===== src/rtl/adc_ctrl_pkg.sv =====
package adc_ctrl_pkg;

  typedef enum logic [2:0] {
    ST_IDLE    = 3'd0,
    ST_CAL     = 3'd1,
    ST_CONV    = 3'd2,
    ST_PD      = 3'd3,
    ST_PD_CAL  = 3'd4,
    ST_PD_CONV = 3'd5
  } seq_state_t;

  // status / control byte positions
  localparam int unsigned B_LATCH = 0;
  localparam int unsigned B_CAL   = 1;
  localparam int unsigned B_PMODE = 2;
  localparam int unsigned B_PD    = 3;
  localparam int unsigned B_RSVD  = 4;
  localparam int unsigned B_PF    = 5;
  localparam int unsigned B_OVF   = 6;
  localparam int unsigned B_BUSY  = 7;

  typedef struct packed {
    logic cal;      // calibrate, stay awake
    logic cal_pd;   // calibrate + convert, then sleep
    logic pd_on;    // enter power-down
    logic pd_off;   // leave power-down
    logic pin_cal;  // level request from shared pin
    logic conv_wr;  // conversion request from bus
    logic trig;     // conversion request from pin edge
    logic recover;  // supply came back
  } seq_req_t;

endpackage


===== src/rtl/adc_pin_sync.sv =====
module adc_pin_sync #(
  parameter int unsigned LOW_MIN = 500
) (
  input  logic clk,
  input  logic rst_n,
  input  logic pin_async,
  input  logic trig_mode,
  output logic pin_low,
  output logic trig_ok,
  output logic trig_early
);
  localparam int unsigned CNT_W = $clog2(LOW_MIN + 1);

  logic s1, s2, s3;
  logic [CNT_W-1:0] low_cnt;
  logic rise;

  always_ff @(posedge clk or negedge rst_n) begin
    if (!rst_n) begin
      s1 <= 1'b1;
      s2 <= 1'b1;
      s3 <= 1'b1;
    end else begin
      s1 <= pin_async;
      s2 <= s1;
      s3 <= s2;
    end
  end

  // length of the current / just-ended LOW run, saturating
  always_ff @(posedge clk or negedge rst_n) begin
    if (!rst_n) begin
      low_cnt <= '0;
    end else if (s2) begin
      low_cnt <= '0;
    end else if (low_cnt != CNT_W'(LOW_MIN)) begin
      low_cnt <= low_cnt + 1'b1;
    end
  end

  assign rise       = s2 & ~s3;
  assign pin_low    = ~s2;
  assign trig_ok    = trig_mode & rise & (low_cnt >= CNT_W'(LOW_MIN));
  assign trig_early = trig_mode & rise & (low_cnt <  CNT_W'(LOW_MIN));

endmodule


===== src/rtl/adc_sfr.sv =====
module adc_sfr (
  input  logic clk,
  input  logic rst_n,
  input  logic wr_en,
  input  logic wd_latch,
  input  logic wd_pmode,
  input  logic wd_pf,
  input  logic recover,
  input  logic supply_low,
  input  logic cal_fin,
  input  logic cal_ovf,
  input  logic trig_early,
  output logic latch_mode,
  output logic pin_mode,
  output logic pf_flag,
  output logic ovf_flag,
  output logic viol_flag
);

  always_ff @(posedge clk or negedge rst_n) begin
    if (!rst_n) begin
      latch_mode <= 1'b0;
      pin_mode   <= 1'b0;
    end else if (recover) begin
      latch_mode <= 1'b0;
      pin_mode   <= 1'b0;
    end else if (wr_en) begin
      latch_mode <= wd_latch;
      pin_mode   <= wd_pmode;
    end
  end

  // sticky power-fail: only a LOW write clears it
  always_ff @(posedge clk or negedge rst_n) begin
    if (!rst_n)                pf_flag <= 1'b0;
    else if (supply_low)       pf_flag <= 1'b1;
    else if (wr_en && !wd_pf)  pf_flag <= 1'b0;
  end

  always_ff @(posedge clk or negedge rst_n) begin
    if (!rst_n)       ovf_flag <= 1'b0;
    else if (cal_fin) ovf_flag <= cal_ovf;
  end

  always_ff @(posedge clk or negedge rst_n) begin
    if (!rst_n)          viol_flag <= 1'b0;
    else if (trig_early) viol_flag <= 1'b1;
    else if (wr_en)      viol_flag <= 1'b0;
  end

endmodule


===== src/rtl/adc_seq.sv =====
module adc_seq
  import adc_ctrl_pkg::*;
(
  input  logic     clk,
  input  logic     rst_n,
  input  seq_req_t req,
  input  logic     cal_done,
  input  logic     conv_done,
  output logic     cal_start,
  output logic     conv_start,
  output logic     busy,
  output logic     calibrating,
  output logic     converting,
  output logic     in_pd,
  output logic     sleeping
);
  seq_state_t state, nxt;
  logic go_cal, go_conv;

  always_comb begin
    nxt     = state;
    go_cal  = 1'b0;
    go_conv = 1'b0;
    if (req.recover) begin
      nxt    = ST_CAL;
      go_cal = 1'b1;
    end else begin
      unique case (state)
        ST_IDLE: begin
          if (req.cal_pd) begin
            nxt = ST_PD_CAL; go_cal = 1'b1;
          end else if (req.cal || req.pin_cal) begin
            nxt = ST_CAL; go_cal = 1'b1;
          end else if (req.conv_wr || req.trig) begin
            nxt = ST_CONV; go_conv = 1'b1;
          end else if (req.pd_on) begin
            nxt = ST_PD;
          end
        end
        ST_PD: begin
          if (req.cal_pd) begin
            nxt = ST_PD_CAL; go_cal = 1'b1;
          end else if (req.cal || req.pin_cal) begin
            nxt = ST_CAL; go_cal = 1'b1;
          end else if (req.pd_off) begin
            nxt = ST_IDLE;
          end else if (req.conv_wr) begin
            nxt = ST_PD_CONV; go_conv = 1'b1;
          end
        end
        ST_CAL:     if (cal_done)  nxt = ST_IDLE;
        ST_CONV:    if (conv_done) nxt = ST_IDLE;
        ST_PD_CAL:  if (cal_done) begin
                      nxt = ST_PD_CONV; go_conv = 1'b1;
                    end
        ST_PD_CONV: if (conv_done) nxt = ST_PD;
        default:    nxt = ST_IDLE;
      endcase
    end
  end

  always_ff @(posedge clk or negedge rst_n) begin
    if (!rst_n) begin
      state      <= ST_IDLE;
      cal_start  <= 1'b0;
      conv_start <= 1'b0;
    end else begin
      state      <= nxt;
      cal_start  <= go_cal;
      conv_start <= go_conv;
    end
  end

  assign calibrating = (state == ST_CAL)  || (state == ST_PD_CAL);
  assign converting  = (state == ST_CONV) || (state == ST_PD_CONV);
  assign busy        = calibrating || converting;
  assign in_pd       = (state == ST_PD) || (state == ST_PD_CAL) || (state == ST_PD_CONV);
  assign sleeping    = (state == ST_PD);

endmodule


===== src/rtl/adc_ctrl_core.sv =====
module adc_ctrl_core
  import adc_ctrl_pkg::*;
#(
  parameter int unsigned BUS_W   = 8,
  parameter int unsigned DATA_W  = 12,
  parameter int unsigned LOW_MIN = 500
) (
  input  logic              clk,
  input  logic              rst_n,
  input  logic              cs,
  input  logic              wr,
  input  logic              rd,
  input  logic              reg_sel,
  input  logic              hbe,
  input  logic [BUS_W-1:0]  wdata,
  output logic [BUS_W-1:0]  rdata,
  input  logic              trig_pin,
  input  logic              supply_low,
  input  logic              cal_done,
  input  logic              cal_ovf,
  input  logic              conv_done,
  input  logic [DATA_W-1:0] conv_data,
  output logic              cal_start,
  output logic              conv_start,
  output logic              power_down,
  output logic              trig_viol,
  output logic              result_valid
);
  localparam int unsigned WIDE_W = 2 * BUS_W;

  logic sfr_wr, data_wr, sup_q, recover;
  logic latch_mode, pin_mode, pf_flag, ovf_flag;
  logic pin_low, trig_ok, trig_early;
  logic busy, calibrating, converting, in_pd;
  logic [DATA_W-1:0] result_q, dout;
  logic [WIDE_W-1:0] dout_ext;
  logic [BUS_W-1:0]  status;
  seq_req_t          req;
  logic              unused_wbits;

  assign sfr_wr  = cs & wr & reg_sel & hbe;
  assign data_wr = cs & wr & ~reg_sel;
  assign unused_wbits = ^{wdata[BUS_W-1:B_OVF], wdata[B_RSVD]};

  always_ff @(posedge clk or negedge rst_n) begin
    if (!rst_n) sup_q <= 1'b0;
    else        sup_q <= supply_low;
  end
  assign recover = sup_q & ~supply_low;

  adc_pin_sync #(.LOW_MIN(LOW_MIN)) u_pin (
    .clk        (clk),
    .rst_n      (rst_n),
    .pin_async  (trig_pin),
    .trig_mode  (pin_mode),
    .pin_low    (pin_low),
    .trig_ok    (trig_ok),
    .trig_early (trig_early)
  );

  adc_sfr u_sfr (
    .clk        (clk),
    .rst_n      (rst_n),
    .wr_en      (sfr_wr),
    .wd_latch   (wdata[B_LATCH]),
    .wd_pmode   (wdata[B_PMODE]),
    .wd_pf      (wdata[B_PF]),
    .recover    (recover),
    .supply_low (supply_low),
    .cal_fin    (cal_done & calibrating),
    .cal_ovf    (cal_ovf),
    .trig_early (trig_early),
    .latch_mode (latch_mode),
    .pin_mode   (pin_mode),
    .pf_flag    (pf_flag),
    .ovf_flag   (ovf_flag),
    .viol_flag  (trig_viol)
  );

  always_comb begin
    req         = '0;
    req.cal     = sfr_wr &  wdata[B_CAL] & ~wdata[B_PD];
    req.cal_pd  = sfr_wr &  wdata[B_CAL] &  wdata[B_PD];
    req.pd_on   = sfr_wr & ~wdata[B_CAL] &  wdata[B_PD];
    req.pd_off  = sfr_wr & ~wdata[B_CAL] & ~wdata[B_PD];
    req.pin_cal = ~pin_mode & pin_low;
    req.conv_wr = data_wr;
    req.trig    = trig_ok;
    req.recover = recover;
  end

  adc_seq u_seq (
    .clk         (clk),
    .rst_n       (rst_n),
    .req         (req),
    .cal_done    (cal_done),
    .conv_done   (conv_done),
    .cal_start   (cal_start),
    .conv_start  (conv_start),
    .busy        (busy),
    .calibrating (calibrating),
    .converting  (converting),
    .in_pd       (in_pd),
    .sleeping    (power_down)
  );

  always_ff @(posedge clk or negedge rst_n) begin
    if (!rst_n) begin
      result_q     <= '0;
      result_valid <= 1'b0;
    end else begin
      result_valid <= conv_done & converting;
      if (conv_done && converting) result_q <= conv_data;
    end
  end

  assign dout     = latch_mode ? result_q : conv_data;
  assign dout_ext = WIDE_W'(dout);

  always_comb begin
    status          = '0;
    status[B_LATCH] = latch_mode;
    status[B_CAL]   = calibrating;
    status[B_PMODE] = pin_mode;
    status[B_PD]    = in_pd;
    status[B_PF]    = pf_flag;
    status[B_OVF]   = ovf_flag;
    status[B_BUSY]  = busy;
  end

  always_comb begin
    rdata = '0;
    if (cs && rd) begin
      if (reg_sel) rdata = hbe ? status : '0;
      else         rdata = hbe ? dout_ext[WIDE_W-1:BUS_W] : dout_ext[BUS_W-1:0];
    end
  end

endmodule


===== config.mk =====
export PLATFORM = sky130hd
export DESIGN_NAME = adc_ctrl_core
export DESIGN_NICKNAME = d
export VERILOG_FILES = /design/src/rtl/adc_ctrl_pkg.sv /design/src/rtl/adc_pin_sync.sv /design/src/rtl/adc_sfr.sv /design/src/rtl/adc_seq.sv /design/src/rtl/adc_ctrl_core.sv
export SDC_FILE = /design/constraint.sdc
export NUM_CORES = 1
export LEC_CHECK = 0
export ABC_AREA = 1
export BUFFER_PORTS_ARGS = -buffer_cell sky130_fd_sc_hd__buf_4
export CAP_MARGIN = 25
export CORE_AREA = 2 2 86 88
export CTS_BUF_LIST = sky130_fd_sc_hd__clkbuf_16
export CTS_CLUSTER_SIZE = 20
export DETAILED_ROUTE_END_ITERATION = 6
export DIE_AREA = 0 0 88 90
export PLACE_DENSITY_LB_ADDON = 0.25
export RECOVER_POWER = 25
export SYNTH_ARGS = -nofsm -noshare
export SYNTH_HDL_FRONTEND = slang
export SYNTH_SLANG_ARGS = --single-unit

===== constraint.sdc =====
create_clock -name clk -period 2.5 [get_ports clk]
set_clock_uncertainty 0.2 [all_clocks]
set_input_delay 0.375 -clock clk [delete_from_list [all_inputs] [get_ports clk]]
set_output_delay 0.375 -clock clk [all_outputs]
set_load 0.01 [all_outputs]

# Word-level counts from Yosys, hierarchy flattened
# Index checks and enable logic that the tools add are counted.
[totals]
output_inout_bits = 13
ff_bits = 36
in_bits = 32
[classes]
muxes = 43
reduce_logical = 18
n_bitwise = 25
n_lt_le_gt_ge = 2
n_addsub = 1
eq_ne = 12
[op_table]
columns = ["cell", "n"]
rows = [
  ["3-bit two-way mux", 13],
  ["8-bit two-way mux", 4],
  ["1-bit two-way mux", 21],
  ["1-bit AND", 18],
  ["9-bit two-way mux", 2],
  ["3-bit case mux with 6 select lines", 1],
  ["12-bit two-way mux", 1],
  ["3-bit inequality test, second input constant", 4],
  ["9-bit by 1-bit adder with 9-bit output, second input constant", 1],
  ["9-bit >= comparator, second input constant", 1],
  ["9-bit less-than comparator, second input constant", 1],
  ["9-bit inequality test, second input constant", 1],
  ["2-bit nonzero test", 4],
  ["1-bit logical OR", 7],
  ["1-bit NOT", 7],
  ["3-bit by 2-bit equality test with 1-bit output, second input constant", 2],
  ["3-bit equality test, second input constant", 2],
  ["6-bit by 1-bit inequality test with 1-bit output, second input constant", 1],
  ["6-bit by 4-bit inequality test with 1-bit output, second input constant", 1],
  ["6-bit AND reduction", 1],
  ["3-bit by 1-bit equality test with 1-bit output, second input constant", 1],
  ["1-bit logical AND", 3],
  ["3-bit zero test", 1],
  ["1-bit case mux with 3 select lines", 1],
  ["other kinds (2)", 2],
]

# Longest topological paths before layout
# Gate-level depths: netlist (run 1).
[depth]
word_depth = 11
ltp_mapped = 11
ltp_nobuf = 10

# By module
# From an unflattened synthesis (run 1), not the netlist that was laid out.
[hier_totals]
cells_unflattened = 327
hier_area_um2 = 2274.7
[modules_own_cells]
columns = ["mod", "n_inst", "seq_area_each_um2", "cells_per_inst", "area_per_inst_um2"]
rows = [
  ["adc_ctrl_core", 1, 350.3, 140, 929.6],
  ["adc_pin_sync", 1, 304.0, 79, 649.4],
  ["adc_seq", 1, 125.1, 85, 493.0],
  ["adc_sfr", 1, 125.1, 23, 202.7],
]

# Worst setup path after synthesis (run 1)
# Ideal clock, no wire load.
[synth_timing]
path_type = "flip-flop to output port"
startpoint = "register u_sfr.latch_mode"
endpoint = "output port rdata[4]"
t_required_ps = 1925
n_path_buf = 1
slack_ps = 566
stages_incl_launch_ff = 5
t_arrival_ps = 1359
path_cell_list = "dfrtp_1 > inv_1 > buf_2 > nor2_1 > a2111oi_0"
[synth_between]
elab_chain_len = 4
[synth_lines]
columns = ["item", "line_no", "rtl"]
rows = [
  ["start, declared", "adc_sfr.sv:13", "output logic latch_mode,"],
  ["start signal, assigned", "adc_sfr.sv:28", "latch_mode <= wd_latch;"],
  ["12-bit two-way mux", "adc_ctrl_core.sv:117", "assign dout = latch_mode ? result_q : conv_data;"],
  ["8-bit two-way mux", "adc_ctrl_core.sv:135", "else rdata = hbe ? dout_ext[WIDE_W-1:BUS_W] : dout_ext[BUS_W-1:0];"],
  ["8-bit two-way mux", "adc_ctrl_core.sv:134", "if (reg_sel) rdata = hbe ? status : '0;"],
  ["8-bit two-way mux", "adc_ctrl_core.sv:133", "if (cs && rd) begin"],
  ["end, declared", "adc_ctrl_core.sv:16", "output logic [BUS_W-1:0] rdata,"],
]
# No other way between the ends.

# Worst setup path in the final report (run 1)
[layout_timing]
startpoint = "register u_sfr.latch_mode"
endpoint = "output port rdata[2]"
# Same word-level chain as after synthesis.

==> results of run 1 <==
## layout by cell type (no fill, tap or decap), drive strengths merged, types with 2 or more instances in the layout
| cell type | count |
|---|---|
| ha | 2 |
| dfstp | 3 |
| clkinv | 2 |
| nor2 | 28 |
| clkbuf | 8 |
| buf | 38 |
| inv | 44 |
| dfrtp | 33 |
| nand4 | 3 |
| o21ai | 34 |
| a31oi | 2 |
| a21oi | 14 |
| nor3 | 5 |
| dlygate4sd3 | 2 |
| nand3 | 23 |
| nand2 | 70 |
## area by class of cell
class                      instances  share of cell area (%)
sequential                        36                   34.44
multi-input combinational        191                   36.78
inverter                          44                   6.432
clock buffer                       5                   4.764
tap                               99                   4.717
timing repair buffer              43                   12.39
clock inverter                     3                  0.4764
## critical path, cell delays in order, from the launching register on
cell and delay [ns]:
dfrtp_1 0.47, clkinvlp_4 0.21, nand2_1 0.12, o21ai_0 0.16
nand2_1 0.09, a31oi_1 0.22, buf_4 0.16
## logic make-up after synthesis
family,Yosys count,share of synthesized area (%)
compound gates,57,15.10
xor+xnor,1,0.4246
fa+ha+maj,2,1.213
buf+inv,49,9.339
flops,36,43.84
mux,1,0.5457
simple gates,130,29.53
## timing repair
item,4_1_cts,5_1_grt
gates resized for setup,0,1
hold buffers,1,1
endpoints found under the setup margin,0,1
endpoints found under the hold margin,33,1
## per-layer routing
metal	global-route usage, %	vias up	share of wire [%]
li1	-	988	-
met1	19.22	846	48
met2	18.94	52	44
met3	3.673	8	5.7
met4	5.128	0	2.1
met5	0	-	0
## power by group
group / total, µW / switching, µW / internal, µW / leakage (µW)
Combinational: 603 / 354 / 249 / 0.000763
Clock: 588 / 228 / 360 / 0.0000762
Sequential: 818 / 90.9 / 728 / 0.000456
Total: 2010 / 673 / 1340 / 0.00129
## worst paths after layout
path | startpoint | end | slack (ns) | depth (start not counted)
worst max-delay path | u_sfr.latch_mode$_DFFE_PN0P_ | rdata[2] | 0.22 | 6
worst min-delay path | supply_low | sup_q$_DFF_PN0_ | 0.04 | 1
worst max register to register | u_pin.s2$_DFF_PN1_ | u_seq.state[0]$_DFFE_PN0P_ | 0.69 | 9
worst min register to register | u_pin.s1$_DFF_PN1_ | u_pin.s2$_DFF_PN1_ | 0.16 | 0
max in group asynchronous | rst_n | sup_q$_DFF_PN0_ | 0.95 | 2
min in group asynchronous | rst_n | result_q[3]$_DFFE_PN0P_ | 0.58 | 2
## metrics by stage
stage | area [µm²] | hold WS, ns | setup slack (ns) | cells | total power (µW)
after detailed placement | 2467 | 0.1478 | 0.3940 | 411 | 1438
after CTS | 2615 | 0.0008059 | 0.09349 | 420 | 2042
after global placement | 2467 | 0.1458 | 0.4172 | 411 | 1428
final | 2626 | 0.04011 | 0.2204 | 421 | 2010
after global routing | 2626 | 0.03389 | 0.02007 | 421 | 2170
after floorplan | 2063 | -0.1206 | 0.5661 | 276 | 1242
==> results.md, run 1 <==
- Die height: 90 µm
- Critical Setup Path Class: reg2out
- Antenna cells: 0
- Pleak: 0.001294 µW
- Num ports: 45
- Post-Synthesis Cells: 276
- Utilization after layout: 37.41%
- Largest fanout on the critical path: 12
- Worst-margin pin slew: 0.9295 ns
- Total gr overflow: 0
- Layout area overhead: 27.29%
- Avg WL per Cell: 11.88 µm
- DRC viols: 0
- Async set-or-reset flop fraction in the synthesized netlist: 100.0%
- CTS Buffer Depth: 2
- Vias in the first global route: 1793
- Post-Syn Area: 2063 µm²
- Top cell type's share of synthesized area: 40.02%
- Crit path time final: 2.280 ns
- Sink Count: 36
- CTS Buf Count: 5
- Peak Freq: 0.4387 GHz
- Die Area: 7920 µm²
- Largest net degree at the start of global routing: 37
- HP Class: in2reg
- Routed WL: 5.003 mm
- Count leader, synth: nand2_1
- Syn avg cell area: 7.475 µm²
- EDFF count, synth: 0
- RSZ-0062 raised after global routing: no
- Slew HR: 38.03%
- Netlist cell types: 34
- Final hold violation count: 0
- Count of input and output buffers: 41
- Register area: 904.6 µm²
- Clk pin slew, worst setup/hold paths: 0.05 ns
- DIE WIDTH: 88 µm
- Sequential area share after synthesis: 43.84%
- Synth Register Bits: 36
- First DRT Iteration DRCs: 55
- Site Rows: 31
- Crit. End Element: output port
- Post-CTS Setup Inserts: 0
- Largest register by flop count: result_q
- Status: complete, no violations
- Total global routing track utilization: 13.39%
- Share of layout cells above drive strength 1: 22.36%
- CTS tree: yes
- Crit path DAT: 1.70 ns
- Warnings, synthesis: 0
- Synth top cells by count: nand2_1, inv_1, dfrtp_1, nor2_1, nand3_1
- Max IR drop VDD: 0.0003094 V
- Area taken by multi-input logic gates: 965.9 µm²
- Final #Nets: 355
- Total of max-cap violations: 0
- Drt via density: 4.499
- Initial core utilization: 29.39%
- Initial antenna violation count: 0
- Largest registers: result_q (12), u_pin.low_cnt (9), u_seq.state (3)
- Clock Latency Late Sink: 0.27 ns
- Clock Root Buffer: clkbuf_16
- Filler cells: 751
- Worst EP required: 1.92 ns
- Syn_nets: 310
- Dominant cell type by area after synthesis: dfrtp_1
- Setup tns final: 0 ns
- Vias: 1894
- Synth area leaders: dfrtp_1, nand2_1, inv_1, nand3_1, o21ai_0
- H-tree levels: 2
- Max reg flops: 12
- Power per cell area: 765.2 nW/µm²
- First-pass GRT wire length: 8.342 mm
- CP Launch Type: flop
- Post-synth top flop: dfrtp_1
- Final setup violation count: 0
- Period utilization: 91.18%
- Core area: 7020 µm²
- ANT nets after route: 0
- DP Wirelength: 3.761 mm
- Count of final max-slew check failures: 0
- Initial DRT Pass Iterations: 4
- GPL Wtd Cong: 0.8763
Power figures use the tool's default switching activity.
==> inputs of run 2 (changes only) <==
ABC_AREA = not set   (was 1)
CORE_AREA = 2 2 87 89   (was 2 2 86 88)
DIE_AREA = 0 0 89 91   (was 0 0 88 90)
==> run 2 against run 1 <==
  * Cell count is 15% lower
  * Register-to-register slack worse by 0.35 ns
  * Utilization is 0.16 points higher
  * First-iteration DRC count is 56% higher
  * Highest routed layer unchanged
  * Flip-flop and latch count stayed put
  * Sequential share of layout area is 0.66 points lower
  * Global-route usage is 0.86 points lower
  * Die area is 2.3% higher
==> results.md, run 2 <==
- Clock Root Buffer: clkbuf_16
- Warnings, synthesis: 0 (unchanged)
- GPL Wtd Cong: 0.7869 (-10%)
- ANT nets after route: 0 (unchanged)
- Antenna cells: 0 (unchanged)
- FF-to-FF path depth: 5 (-4)
- Met3 GRT Util: 3.182% (-0.49 points)
- Slew HR: 39.19% (+1.2 points)
- Post-synth top flop: dfrtp_1
- Largest net degree at the start of global routing: 37 (unchanged)
- Count of input and output buffers: 41 (unchanged)
- Kind of cell adding the most delay to the critical path: flip-flops
- Clk pin slew, worst setup/hold paths: 0.06 ns (about the same)
- CTS Buf Count: 5 (unchanged)
- Synth area leaders: dfrtp_1, mux2_2, nor2_1, mux2i_1, dfstp_2
- Dominant cell type by area after synthesis: dfrtp_1
- Sink Count: 36 (unchanged)
- Num ports: 45 (unchanged)
- Hold Crit Depth: 1 (unchanged)
- Layout area overhead: 28.32%
- Sequential area share after synthesis: 43.29% (-0.55 points)
- Die Area: 8099 µm² (+2.3%)
- Grt peak-use layer: met2
- Total of max-cap violations: 0 (unchanged)
- DP Wirelength: 3.532 mm (-6.1%)
- Commonest non-fill, non-tap cell in the layout: buf_4
- Critical Setup Path Class: reg2out
- Met2 usage: 20.40% (+1.5 points)
- Netlist cell types: 51 (+50%)
- Total gr overflow: 0 (unchanged)
- Syn_nets: 247 (-20%)
- Design area: 2681 µm² (+2.1%)
- Placed instance area: 2510 µm² (+1.7%)
- Utilization after layout: 37.57% (+0.16 points)
- CTS tree: yes
- Post-Synthesis Cells: 213 (-23%)
- Drt via density: 4.768 (+6.0%)
- Largest registers: result_q (12), u_pin.low_cnt (9), u_seq.state (3)
- Setup tns final: 0 ns (unchanged)
- Most frequent cells in the layout: buf_4, dfrtp_1, nor2_1
- Worst-margin pin slew: 0.9122 ns (-0.01733 ns)
- Vias in the first global route: 1691 (-5.7%)
- Crit path time final: 2.299 ns (+0.01977 ns)
- Initial antenna violation count: 0 (unchanged)
- CP max-delay cell: dfrtp_1
- Count of final max-slew check failures: 0 (unchanged)
- Setup slack after layout: 0.2007 ns (-0.01977 ns)
- Async set-or-reset flop fraction in the synthesized netlist: 100.0% (unchanged)
- Core area: 7137 µm² (+1.7%)
- DRC viols: 0 (unchanged)
- Synth Register Bits: 36 (unchanged)
- Largest register by flop count: result_q
- Initial core utilization: 29.28% (-0.11 points)
- Count leader, synth: dfrtp_1
- GR Util met1: 16.38% (-2.8 points)
- First DRT Iteration DRCs: 86 (+56%)
- Final hold violation count: 0 (unchanged)
- Initial DRT Pass Iterations: 5 (+1)
- Period utilization: 91.97% (+0.79 points)
- Peak Freq: 0.4349 GHz (-0.86%)
- Syn avg cell area: 9.810 µm² (+31%)
- Die height: 91 µm (+1.1%)
- Status: complete, no violations
- Site Rows: 31 (unchanged)
- Avg WL per Cell: 13.25 µm (+12%)
- Max IR drop VDD: 0.0003839 V (+24%)
- Routed WL: 4.745 mm (-5.2%)
- Vias: 1707 (-9.9%)
- CP max stage delay: 0.47 ns (about the same)
- CP Launch Type: flop
- Worst EP required: 1.92 ns (about the same)
- Power per cell area: 866.3 nW/µm² (+13%)
- Total global routing track utilization: 12.53% (-0.86 points)
- Pleak: 0.001131 µW (-13%)
- Pre-CTS WS: 0.3454 ns (-0.04861 ns)
- Max reg flops: 12 (unchanged)
- RSZ-0062 raised after global routing: no
- Synth top cells by count: dfrtp_1, nor2_1, mux2_2, nand2_1
- First-pass GRT wire length: 7.969 mm (-4.5%)
- Top cell type's share of synthesized area: 39.52% (-0.50 points)
- H-tree levels: 2 (unchanged)
- Post-Syn Area: 2090 µm² (+1.3%)
- Crit. path cell count: 4 (-2)
- Share of layout cells above drive strength 1: 30.89% (+8.5 points)
- CP Buf/Inv Count: 1 (-1)
- Clock Latency Late Sink: 0.27 ns (about the same)
- EDFF count, synth: 0 (unchanged)
- Crit. End Element: output port
- Largest fanout on the critical path: 9 (-3)
- Crit path DAT: 1.72 ns (+0.02 ns)
- DIE WIDTH: 89 µm (+1.1%)
- Final #Nets: 292 (-18%)
- Critical path cell sequence: and3b_1 -> o21ai_0 -> a211oi_1 -> buf_4
- HP Class: in2reg
- Final setup violation count: 0 (unchanged)
- CTS Buffer Depth: 2 (unchanged)
==> run 2: timing repair <==
action / CTS / global route
buffers inserted: 0 / 0
gates resized for setup: 0 / 1
hold buffers: 2 / 0
endpoints found under the hold margin: 34 / 0
setup endpoints to repair: 0 / 1
==> run 2: power by group <==
part	internal [µW]	switching (µW)	leakage [µW]	total (µW)
sequential	745	125	0.000448	871
combinational	421	346	0.000605	767
clock	463	222	0.0000789	685
==> run 2: kinds of logic after synthesis <==
logic type	count (synthesis)	share of synthesized area, %
AND/OR/NAND/NOR	80	20.72
AO/OA/AOI/OAI	47	15.27
flip-flops	36	43.29
multiplexers	26	13.47
buffers and inverters	17	3.952
XOR/XNOR	5	2.096
adder cells (fa/ha/maj)	2	1.197
==> run 2: metal layers <==
metal | vias up | routed length, µm
met3 | 4 | 212
met4 | 0 | 43
met1 | 811 | 2185
met2 | 29 | 2303
met5 | - | 0
li1 | 863 | -
==> run 2: through the flow <==
| step | power, µW | std cells | hold WS (ns) |
|---|---|---|---|
| finish | 2323 | 358 | 0.07052 |
| global route | 2481 | 358 | 0.07953 |
| CTS | 2353 | 358 | 0.03271 |
| detailed placement | 1646 | 348 | 0.1484 |
| global placement | 1639 | 348 | 0.1485 |
| floorplan | 1440 | 213 | -0.1206 |
==> run 2: area by class of cell <==
class,count,area (µm²)
Multi-Input combinational cell,160,1096
Sequential cell,36,905.9
Timing Repair Buffer,50,374.1
Fill cell,756,4456
Clock buffer,5,125.1
Clock inverter,3,37.54
Tap cell,99,123.9
Inverter,5,18.77
==> run 2: worst register-to-register path, delay by kind of cell, from the launching register on <==
kind	cells	cell delay, ns
AOI/OAI and AO/OA	2	0.69
and+or+nand+nor	3	0.62
DFF	1	0.53
==> run 2: final timing paths <==
kind	slack (ns)	end	start
max	0.20	rdata[3]	u_seq.state[2]$_DFFE_PN0P_
min	0.07	sup_q$_DFF_PN0_	supply_low
max reg2reg	0.34	u_seq.state[0]$_DFFE_PN0P_	u_pin.s2$_DFF_PN1_
min reg2reg	0.16	u_pin.s2$_DFF_PN1_	u_pin.s1$_DFF_PN1_
max in group asynchronous	0.92	u_seq.state[0]$_DFFE_PN0P_	rst_n
min in group asynchronous	0.57	u_seq.conv_start$_DFF_PN0_	rst_n
==> inputs of run 3 (changes only) <==
CTS_CLUSTER_SIZE = not set   (was 20)
RECOVER_POWER = 100   (was 25)
==> run 3 against run 2 <==
  * Clock power hardly changed
  * Worst hold slack hardly changed
  * Flip-flop and latch count stayed put
  * Power is 1.2% lower
  * Wire length hardly changed
  * Register-to-register slack worse by 0.11 ns
  * Via count is 0.35% higher
  * Die area stayed put
  * Final area is 1.9% lower
  * Fmax is 0.22% lower
  * Non-clock buffer count stayed put
  * Sequential share of layout area is 0.64 points higher
  * Critical path type unchanged
  * Largest cell class unchanged
  * Highest routed layer unchanged
==> results.md, run 3 (synthesis results as in run 2) <==
- Status: complete, no violations
- Final setup violation count: 0 (unchanged)
- Crit. End Element: output port
- Clock Latency Late Sink: 0.27 ns (about the same)
- First DRT Iteration DRCs: 74 (-14%)
- Largest fanout on the critical path: 9 (unchanged)
- Total gr overflow: 0 (unchanged)
- Worst EP required: 1.92 ns (about the same)
- Power per cell area: 872.0 nW/µm² (+0.66%)
- Utilization after layout: 36.87% (-0.70 points)
- Final hold violation count: 0 (unchanged)
- Count of input and output buffers: 41 (unchanged)
- CP max stage delay: 0.46 ns (about the same)
- Critical Setup Path Class: reg2out
- CTS Buf Count: 5 (unchanged)
- Routed WL: 4.749 mm (about the same)
- Die Area: 8099 µm² (unchanged)
- Crit path time final: 2.305 ns (+0.005172 ns)
- Die height: 91 µm (unchanged)
- Site Rows: 31 (unchanged)
- CP max-delay cell: dfrtp_1
- Most frequent cells in the layout: buf_4, dfrtp_1, nor2_1
- DRC viols: 0 (unchanged)
- Post-layout power: 2295 µW (-1.2%)
- Num ports: 45 (unchanged)
- DP Wirelength: 3.532 mm (unchanged)
- Max reg flops: 12 (unchanged)
- GPL Wtd Cong: 0.7869 (unchanged)
- Initial antenna violation count: 0 (unchanged)
- Core area: 7137 µm² (unchanged)
- Slew HR: 39.05% (-0.14 points)
- Avg WL per Cell: 13.27 µm (about the same)
- Max IR drop VDD: 0.0003849 V (+0.25%)
- CP Launch Type: flop
- Largest registers: result_q (12), u_pin.low_cnt (9), u_seq.state (3)
- Initial core utilization: 29.28% (unchanged)
- Filler cells: 767 (+1.5%)
- Setup tns final: 0 ns (unchanged)
- Critical path cell sequence: and3b_1 -> o21ai_0 -> a211oi_1 -> clkbuf_1
- Antenna cells: 0 (unchanged)
- Kind of cell adding the most delay to the critical path: flip-flops
- Sink Count: 36 (unchanged)
- CP Buf/Inv Count: 1 (unchanged)
- Share of layout cells above drive strength 1: 25.48% (-5.4 points)
- Drt via density: 4.785 (+0.35%)
- H-tree levels: 2 (unchanged)
- RSZ-0062 raised after global routing: no
- Final #Nets: 292 (unchanged)
- Crit path DAT: 1.73 ns (about the same)
- CTS Buffer Depth: 2 (unchanged)
- Vias in the first global route: 1691 (unchanged)
- Layout area overhead: 25.93%
- Vias: 1713 (+0.35%)
- Worst-margin pin slew: 0.9143 ns (+0.002133 ns)
- Period utilization: 92.18% (+0.21 points)
- ANT nets after route: 0 (unchanged)
- Final Hold Slack: 0.07067 ns (+0.0001471 ns)
- HP Class: in2reg
- Count of final max-slew check failures: 0 (unchanged)
- Pleak: 0.001081 µW (-4.4%)
- Clk pin slew, worst setup/hold paths: 0.06 ns (about the same)
- First-pass GRT wire length: 7.969 mm (unchanged)
- CTS tree: yes
- DIE WIDTH: 89 µm (unchanged)
- Largest register by flop count: result_q
- Total global routing track utilization: 12.53% (unchanged)
- Largest net degree at the start of global routing: 37 (unchanged)
- Initial DRT Pass Iterations: 4 (-1)
- Total of max-cap violations: 0 (unchanged)
- Clock Root Buffer: clkbuf_16
- Peak Freq: 0.4339 GHz (-0.22%)
## run 3: cell types whose count changed in the layout (fill, tap and decap cells not counted), sizes merged
cell and change:
clkbuf +13, buf -13
## run 3: what timing repair did
action	4_1_cts	5_1_grt
endpoints found under the hold margin	34	0
resized for setup	0	1
endpoints found under the setup margin	0	1
buffers inserted	0	0
hold buffers	2	0
## run 3: power by group
group          internal (µW)  leakage, µW  switching [µW]
registers                745     0.000448             123
logic                    395     0.000555             345
clock network            463    0.0000789             223
## run 3: worst paths after layout
check / from / end / slack (ns) / cells past startpoint
setup / recovery: u_seq.state[2]$_DFFE_PN0P_ / rdata[3] / 0.20 / 4
hold / removal: supply_low / sup_q$_DFF_PN0_ / 0.07 / 1
setup reg to reg: u_seq.state[0]$_DFFE_PN0P_ / result_q[3]$_DFFE_PN0P_ / 0.23 / 5
hold reg to reg: u_pin.s1$_DFF_PN1_ / u_pin.s2$_DFF_PN1_ / 0.16 / 0
max in group asynchronous: rst_n / u_seq.state[0]$_DFFE_PN0P_ / 0.91 / 2
min in group asynchronous: rst_n / u_seq.conv_start$_DFF_PN0_ / 0.57 / 2
## run 3: through the flow
step,setup WS [ns],cells,instance area [µm²]
2_1_floorplan,0.4586,213,2090
3_3_place_gp,0.3603,348,2510
3_5_place_dp,0.3454,348,2510
4_1_cts,0.08727,358,2693
5_1_grt,0.06694,358,2631
6_report,0.1955,358,2631
## run 3: metal layers
metal | up-vias | GRT usage, % | wire length (µm)
li1 | 861 | - | -
met1 | 819 | 16.38 | 2195
met2 | 29 | 20.40 | 2287
met3 | 4 | 3.182 | 222
met4 | 0 | 3.358 | 43
met5 | - | 0 | 0
## run 3: final cells by class
cell class | instances | area, µm² | share of cell area [%]
Multi-Input combinational cell | 160 | 1094 | 41.56
Sequential cell | 36 | 905.9 | 34.43
Clock buffer | 5 | 125.1 | 4.755
Inverter | 5 | 18.77 | 0.7133
Clock inverter | 3 | 37.54 | 1.427
Tap cell | 99 | 123.9 | 4.708
Timing Repair Buffer | 50 | 326.6 | 12.41
